===== src/rtl/irq_accept_pkg.sv =====
package irq_accept_pkg;

    localparam int LVL_W  = 4;
    localparam int ADDR_W = 16;

    typedef enum logic [2:0] {
        ST_IDLE,
        ST_PCL,
        ST_PCH,
        ST_FLG,
        ST_DONE
    } seq_state_e;

    typedef struct packed {
        logic [ADDR_W-1:0] pc;
        logic [7:0]        flags;
        logic [ADDR_W-1:0] sp;
    } snapshot_t;

    // v is level-1; admitted when level <= 14-2m, i.e. v <= 13-2m
    function automatic logic level_admitted(input logic [LVL_W-1:0] v,
                                            input logic [2:0] m);
        logic [4:0] lim;
        if (m == 3'd0) return 1'b1;
        if (m == 3'd7) return 1'b0;
        lim = 5'd13 - {1'b0, m, 1'b0};
        return {1'b0, v} <= lim;
    endfunction

endpackage


===== src/rtl/irq_pick.sv =====
module irq_pick
    import irq_accept_pkg::*;
#(
    parameter int N     = 5,
    parameter int IDX_W = (N > 1) ? $clog2(N) : 1,
    parameter logic [N*LVL_W-1:0] LVL_CODES = '0
) (
    input  logic [N-1:0]     req,
    input  logic [2:0]       mask_code,
    output logic             found,
    output logic [IDX_W-1:0] win_idx
);
    logic [N-1:0]       admitted;
    logic [LVL_W-1:0]   lvl [N];

    for (genvar g = 0; g < N; g++) begin : g_src
        assign lvl[g]      = LVL_CODES[g*LVL_W +: LVL_W];
        assign admitted[g] = req[g] && level_admitted(lvl[g], mask_code);
    end

    logic [LVL_W-1:0] best_lvl;

    always_comb begin
        found    = 1'b0;
        win_idx  = '0;
        best_lvl = '1;
        for (int i = 0; i < N; i++) begin
            if (admitted[i] && (!found || lvl[i] < best_lvl)) begin
                found    = 1'b1;
                best_lvl = lvl[i];
                win_idx  = IDX_W'(i);
            end
        end
    end

endmodule


===== src/rtl/irq_entry_seq.sv =====
module irq_entry_seq
    import irq_accept_pkg::*;
#(
    parameter int N     = 5,
    parameter int IDX_W = (N > 1) ? $clog2(N) : 1,
    parameter logic [ADDR_W-1:0] VEC_BASE = 16'h0100
) (
    input  logic              clk,
    input  logic              rst,
    input  logic              start,
    input  logic [IDX_W-1:0]  start_idx,
    input  snapshot_t         snap_in,
    output logic              idle,
    output logic              busy,
    output logic              mem_we,
    output logic [ADDR_W-1:0] mem_addr,
    output logic [7:0]        mem_wdata,
    output logic [N-1:0]      ack_vec,
    output logic              vec_load,
    output logic [ADDR_W-1:0] vec_addr,
    output logic              sp_we,
    output logic [ADDR_W-1:0] sp_wdata
);
    seq_state_e        state;
    snapshot_t         snap;
    logic [IDX_W-1:0]  idx;

    always_ff @(posedge clk) begin
        if (rst) begin
            state <= ST_IDLE;
            snap  <= '0;
            idx   <= '0;
        end else begin
            unique case (state)
                ST_IDLE: if (start) begin
                    state <= ST_PCL;
                    snap  <= snap_in;
                    idx   <= start_idx;
                end
                ST_PCL:  state <= ST_PCH;
                ST_PCH:  state <= ST_FLG;
                ST_FLG:  state <= ST_DONE;
                ST_DONE: state <= ST_IDLE;
                default: state <= ST_IDLE;
            endcase
        end
    end

    logic [ADDR_W-1:0] vec_off;
    always_comb begin
        vec_off            = '0;
        vec_off[IDX_W:1]   = idx;
    end

    always_comb begin
        idle      = (state == ST_IDLE);
        busy      = !idle;
        mem_we    = 1'b0;
        mem_addr  = '0;
        mem_wdata = '0;
        ack_vec   = '0;
        vec_load  = 1'b0;
        vec_addr  = '0;
        sp_we     = 1'b0;
        sp_wdata  = '0;
        case (state)
            ST_PCL: begin
                mem_we    = 1'b1;
                mem_addr  = snap.sp - 16'd1;
                mem_wdata = snap.pc[7:0];
            end
            ST_PCH: begin
                mem_we    = 1'b1;
                mem_addr  = snap.sp - 16'd2;
                mem_wdata = snap.pc[15:8];
            end
            ST_FLG: begin
                mem_we    = 1'b1;
                mem_addr  = snap.sp - 16'd3;
                mem_wdata = snap.flags;
            end
            ST_DONE: begin
                ack_vec[idx] = 1'b1;
                vec_load     = 1'b1;
                vec_addr     = VEC_BASE + vec_off;
                sp_we        = 1'b1;
                sp_wdata     = snap.sp - 16'd3;
            end
            default: ;
        endcase
    end

endmodule


===== src/rtl/irq_accept.sv =====
module irq_accept
    import irq_accept_pkg::*;
#(
    parameter int N = 5,
    parameter logic [N*LVL_W-1:0] LVL_CODES = {4'd0, 4'd15, 4'd11, 4'd0, 4'd2},
    parameter logic [15:0] VEC_BASE = 16'h0100
) (
    input  logic         clk,
    input  logic         rst,
    input  logic [N-1:0] irq_req,
    input  logic [2:0]   mask_code,
    input  logic [7:0]   flags,
    input  logic [15:0]  pc,
    input  logic [15:0]  sp,
    output logic         busy,
    output logic         mem_we,
    output logic [15:0]  mem_addr,
    output logic [7:0]   mem_wdata,
    output logic [N-1:0] ack_vec,
    output logic         vec_load,
    output logic [15:0]  vec_addr,
    output logic         sp_we,
    output logic [15:0]  sp_wdata
);
    localparam int IDX_W = (N > 1) ? $clog2(N) : 1;

    logic             found;
    logic [IDX_W-1:0] win_idx;
    logic             idle;
    snapshot_t        snap_in;

    assign snap_in = '{pc: pc, flags: flags, sp: sp};

    irq_pick #(.N(N), .IDX_W(IDX_W), .LVL_CODES(LVL_CODES)) u_pick (
        .req       (irq_req),
        .mask_code (mask_code),
        .found     (found),
        .win_idx   (win_idx)
    );

    irq_entry_seq #(.N(N), .IDX_W(IDX_W), .VEC_BASE(VEC_BASE)) u_seq (
        .clk       (clk),
        .rst       (rst),
        .start     (found),
        .start_idx (win_idx),
        .snap_in   (snap_in),
        .idle      (idle),
        .busy      (busy),
        .mem_we    (mem_we),
        .mem_addr  (mem_addr),
        .mem_wdata (mem_wdata),
        .ack_vec   (ack_vec),
        .vec_load  (vec_load),
        .vec_addr  (vec_addr),
        .sp_we     (sp_we),
        .sp_wdata  (sp_wdata)
    );

endmodule


===== config.mk =====
export PLATFORM = sky130hd
export DESIGN_NAME = irq_accept
export DESIGN_NICKNAME = d
export VERILOG_FILES = /design/src/rtl/irq_accept_pkg.sv /design/src/rtl/irq_pick.sv /design/src/rtl/irq_entry_seq.sv /design/src/rtl/irq_accept.sv
export SDC_FILE = /design/constraint.sdc
export NUM_CORES = 1
export LEC_CHECK = 0
export ABC_AREA = 1
export CAP_MARGIN = 25
export CORE_UTILIZATION = 50
export DETAILED_ROUTE_END_ITERATION = 7
export PLACE_DENSITY = 0.91
export SETUP_SLACK_MARGIN = 0.15
export SYNTH_ARGS = -nofsm -noshare
export SYNTH_HDL_FRONTEND = slang
export SYNTH_SLANG_ARGS = --single-unit
export TNS_END_PERCENT = 20

===== constraint.sdc =====
create_clock -name clk -period 4.27 [get_ports clk]
set_clock_uncertainty 0.2 [all_clocks]
set_input_delay 0.854 -clock clk [delete_from_list [all_inputs] [get_ports clk]]
set_output_delay 0.854 -clock clk [all_outputs]
set_load 0.03 [all_outputs]

=== Yosys cells after proc, flatten, opt, wreduce, memory -nomap -nowiden ===
Cells that the tools add are included.
W data, S select, Z words.

* Register bits: 46
* Output and inout bits: 65
* Word-level logic and storage cells: 86

* $add $sub $neg: 5
* Magnitude comparators: 10
* Eq/ne operators: 6
* Mux-type cells: 37
* Reductions and logical operators: 23

{| class="wikitable"
|+ Operators with widths
! kind !! count
|-
| $pmux W16 S3 || 1
|-
| $mux W16 || 2
|-
| $sub A16 B2 Y16 const B || 2
|-
| $pmux W8 S3 || 1
|-
| $mux W1 || 22
|-
| $mux W4 || 4
|-
| $sub A16 B1 Y16 const B || 1
|-
| $pmux W3 S4 || 1
|-
| $add A9 B4 Y10 const A || 1
|-
| $le A4 B5 Y1 const A || 2
|-
| $logic_and A1 B1 Y1 || 10
|-
| $lt A1 B4 Y1 const A || 2
|-
| $lt A4 B4 Y1 const A || 2
|-
| $eq A3 B2 Y1 const B || 2
|-
| $eq A3 B3 Y1 const B || 2
|-
| $logic_not A3 Y1 || 2
|-
| $mux W3 || 2
|-
| $le A1 B5 Y1 const A || 1
|-
| $le A2 B5 Y1 const A || 1
|-
| $logic_not A1 Y1 || 5
|-
| $mux W5 || 1
|-
| $sub A4 B4 Y5 const A || 1
|-
| $logic_or A1 B1 Y1 || 4
|-
| $lt A3 B4 Y1 const B || 1
|-
| other kinds (7) || 8
|}

=== Logic depth before layout (Yosys ltp) ===
* Word-level depth: 25
* Depth in mapped cells: 10
* Mapped depth without buffers: 9

=== Hierarchy ===
From an unflattened synthesis, not the netlist that was laid out.

* Cells, all modules: 542
* Area total of the unflattened synthesis: 3384.5 sq um

{| class="wikitable"
|+ Modules (own cells, without submodules)
! module !! times used !! cells each !! area an instance (sq um) !! sequential area each (sq um)
|-
| irq_entry_seq || 1 || 498 || 3166.8 || 920.9
|-
| irq_pick || 1 || 44 || 217.7 || 0.0
|}

=== Least setup slack after synthesis ===
No wires, ideal clock.

* Path kind: reg2out
* Start point: reg u_seq.snap[2] (netlist name)
* End point: out mem_addr[7]
* Arrival: 1.904 ns
* Data required time: 3.216 ns
* Path slack: 1.312 ns
* Cell stages (with the launch flop): 8
* Buffers on the path: 0
* Cell sequence: dfxtp_1 inv_1 ha_1 nand2_1 nand3_1 nor2_1 xor2_1 o21ai_0

* Longest elaborated chain between the ends: 2

{| class="wikitable"
|+ Ends and longest elaborated chain
! item !! RTL line !! text
|-
| start: declaration || irq_entry_seq.sv:25 || <nowiki>snapshot_t snap;</nowiki>
|-
| start signal: assignment || irq_entry_seq.sv:37 || <nowiki>snap <= snap_in;</nowiki>
|-
| $sub A16 B2 Y16, or another cell as far along || irq_entry_seq.sv:79 || <nowiki>mem_addr = snap.sp - 16'd3;</nowiki>
|-
| $pmux W16 S3 (*) || irq_entry_seq.sv:66 || <nowiki>case (state)</nowiki>
|-
| end: declaration || irq_accept.sv:17 || <nowiki>output logic [15:0] mem_addr,</nowiki>
|}

Every way passes the cells marked *; elsewhere a longest branch is shown, timed or not.

=== Worst setup path in the final report ===
* Start point: reg u_seq.snap[2] (netlist name)
* End point: out mem_addr[15]

Same word-level chain as after synthesis.

==> impl_results.md <==
- Status: finished, final reports clean
- Fmax: 268 MHz
- XOR/XNOR share of the synthesized area: 0.0176
- Final wirelength: 9390 µm
- Cts hold-fix bufs: 0
- Via density: 5.00
- Worst min path class: reg -> reg
- Vias in the first global route: 3,510
- ANT cells: 0
- Yosys cell types: 28
- DRT iter0 DRCs: 212
- Worst setup EP type: output pin
- Nets@finish: 770
- Worst slack, placed: 858 ps
- CP arrival: 2680 ps
- Min-Delay Path Depth: 2
- # Post-CTS Setup Buffers: 0
- Cell count after synthesis: 621
- Root Buffer: clkbuf_8
- Leakage power: 0.00230 µW
- VDD IR max: 212 µV
- Routability cong.: 0.975
- Maxcap violations: 0
- Complex-gate fraction of the synthesized area: 0.0590
- Slowest cell on crit path: clkdlybuf4s50_1
- Clock Latency Late Sink: 300 ps
- First-pass GRT wire length: 15,600 µm
- Final setup violation count: 0
- Combinational family with the most area after synthesis: simple AND/OR/NAND/NOR gates
- H-tree levels: 2
- # fillers: 621
- Worst Path Buf+Inv: 2
- Critical Path RT: 3220 ps
- Die height: 85.4 µm
- DR pass1 iterations: 5
- CP top delay family: simple AND/OR/NAND/NOR gates
- Global-route usage over all layers: 0.262
- Initial antenna violation count: 0
- Worst-path maximum fanout: 6
- Row count: 30
- Area grow syn2layout: 31.7%
- Nature of the critical path startpoint: flip-flop
- Multiplexer area fraction after synthesis: 0
- Crit path depth: 10
- Clock transition at path regs: 90 ps
- Starting Density: 0.515
- CP max stage delay: 670 ps
- RSZ-0062 raised after global routing: no
- Period Utilization, post-route: 0.875
- Simple-gate share of the synthesized area: 0.480
- Worst Max-Slew Pin Slew: 893 ps
- Seq cells post-synth: 46
- Max-slew violations: 0
- Sequential Area: 921 µm²
- Cell Chain, Critical Path: inv_1 > ha_1 > nand2_1 > nand3_1 > nor2_1 > nand2_1 > nand2_1 > nand3_1 > nand3_1 > clkdlybuf4s50_1
- Post-synthesis adder-cell area fraction: 0.0180
- Final hold vios: 0
- Clock sink count: 46
- P per Cell Area: 364 nW/µm²
- Core ar.: 6760 µm²
- Io pins: 115
- Post-route setup slack: 534 ps
- Setup TNS: 0 ps
- GRT Residual Overflow: 0
- Port Buffers: 102
- Syn Area/Cell: 5.61 µm²
- Kind of critical path: reg -> out
- DIE WIDTH: 85.4 µm
- Post-synthesis sequential area ratio: 0.265
- CTS resizes: 0
- R2R cell count: 8
- TritonCTS clock tree: yes
- Largest net degree at the start of global routing: 78
- Drc violations: 0
- Netlist Area Pre-Place: 3480 µm²
- Share of cells above drive strength 1: 0.0447
- Dpl hpwl: 7160 µm
- DR WL/cell: 11.8 µm
- Fin crit period: 3740 ps
- Area of the multi-input gates: 2040 µm²
- Die area: 7300 µm²
- CTS Buffer Depth: 2
- Ys Warns: 0
- Worst slew margin: 0.405
- Post-detailed-route count of antenna-violating nets: 0
- DR vias: 3,982
- Num CTS Buffers: 5
==> synth_stat cells <==
| cell type | number | area, µm² |
|---|---|---|
| ha_1 | 5 | 62.6 |
| buf_4 | 16 | 120 |
| a211oi_1 | 1 | 7.51 |
| buf_6 | 4 | 45.0 |
| nor2_4 | 3 | 33.8 |
| dfxtp_1 | 46 | 921 |
| nor4_1 | 1 | 6.26 |
| a21oi_1 | 10 | 50.1 |
| buf_2 | 5 | 25.0 |
| nand2_1 | 186 | 698 |
| inv_2 | 4 | 15.0 |
| nor2_2 | 7 | 43.8 |
| o21ai_1 | 5 | 25.0 |
| or2_2 | 1 | 6.26 |
| nand3_1 | 66 | 330 |
| nor3_1 | 4 | 20.0 |
| conb_1 | 1 | 3.75 |
| o211ai_1 | 2 | 15.0 |
| clkbuf_1 | 7 | 26.3 |
| nor2_8 | 1 | 20.0 |
| nor2_1 | 126 | 473 |
| xor2_1 | 7 | 61.3 |
| inv_1 | 87 | 327 |
| o21ai_0 | 18 | 90.1 |
| nand2_2 | 2 | 12.5 |
| and2_1 | 1 | 6.26 |
| o221ai_1 | 2 | 17.5 |
| nand4_1 | 3 | 18.8 |
==> registers in the layout, summed over array words and instances, names as in the netlist <==
signal       cells
u_seq.idx        3
u_seq.state      3
u_seq.snap      40
==> tightest hold or removal path, cell delays in order, from the launching register on <==
cell	delay, ps
dfxtp_1	320
nor2_1	90
nor2_1	50
==> layout make-up <==
cell class	count	area share
inverters	91	0.0745
clock buffers	5	0.0150
well taps	80	0.0218
flip-flops and latches	46	0.201
multi-input cells	463	0.446
clock inverters	3	0.00955
repair buffers	108	0.233
==> cell families (layout without fill, tap and decap cells) <==
group / count (synthesis) / in the layout
compound gates: 38 / 38
xor+xnor: 7 / 7
fa+ha+maj: 5 / 5
buf+inv: 123 / 207
flops: 46 / 46
other cells: 1 / 12
simple gates: 401 / 401
==> path summary, 6_finish.rpt <==
path	slack [ps]	start	to
setup / recovery	530	u_seq.snap[2]	mem_addr[15]
hold / removal	290	u_seq.snap[19]	u_seq.snap[19]
setup reg to reg	2150	u_seq.state[2]	u_seq.snap[11]
hold reg to reg	290	u_seq.snap[19]	u_seq.snap[19]
==> layout by cell type, fill, tap and decap left out <==
| cell type | count |
|---|---|
| nand2_1 | 186 |
| nor2_1 | 126 |
| clkdlybuf4s50_1 | 102 |
| inv_1 | 87 |
| nand3_1 | 66 |
| dfxtp_1 | 46 |
| o21ai_0 | 18 |
| conb_1 | 12 |
| a21oi_1 | 10 |
| nor2_2 | 7 |
| xor2_1 | 7 |
| buf_4 | 6 |
| o21ai_1 | 5 |
| ha_1 | 5 |
| clkbuf_8 | 5 |
| inv_2 | 4 |
| nor3_1 | 4 |
| nand4_1 | 3 |
| nor2_4 | 3 |
| nand2_2 | 2 |
| o211ai_1 | 2 |
| o221ai_1 | 2 |
| or2_2 | 1 |
| and2_1 | 1 |
| nor4_1 | 1 |
| nor2_8 | 1 |
| a211oi_1 | 1 |
| bufinv_16 | 1 |
| clkinv_2 | 1 |
| inv_6 | 1 |
==> metrics by stage <==
step,instances,utilization,total power (µW),hold WS [ps],area [µm²]
floorplan,632,-,1110,254,3520
global placement,788,0.662,1320,262,4470
detailed placement,788,0.662,1340,273,4470
CTS,796,0.679,1670,289,4580
global route,796,0.679,1790,314,4580
finish,796,0.679,1670,289,4580
==> per-layer routing <==
metal / global-route usage / up-vias / share of wire
met5: 0 / - / 0
met3: 0.0457 / 16 / 0.071
met4: 0.0848 / 0 / 0.014
li1: - / 2049 / -
met1: 0.333 / 1735 / 0.43
met2: 0.450 / 182 / 0.49
==> power breakdown <==
part	internal (µW)	switching, µW
combinational	280	502
clock	176	156
sequential	491	63.6
total	947	722
Note: power is estimated with default switching activity, not from simulation.
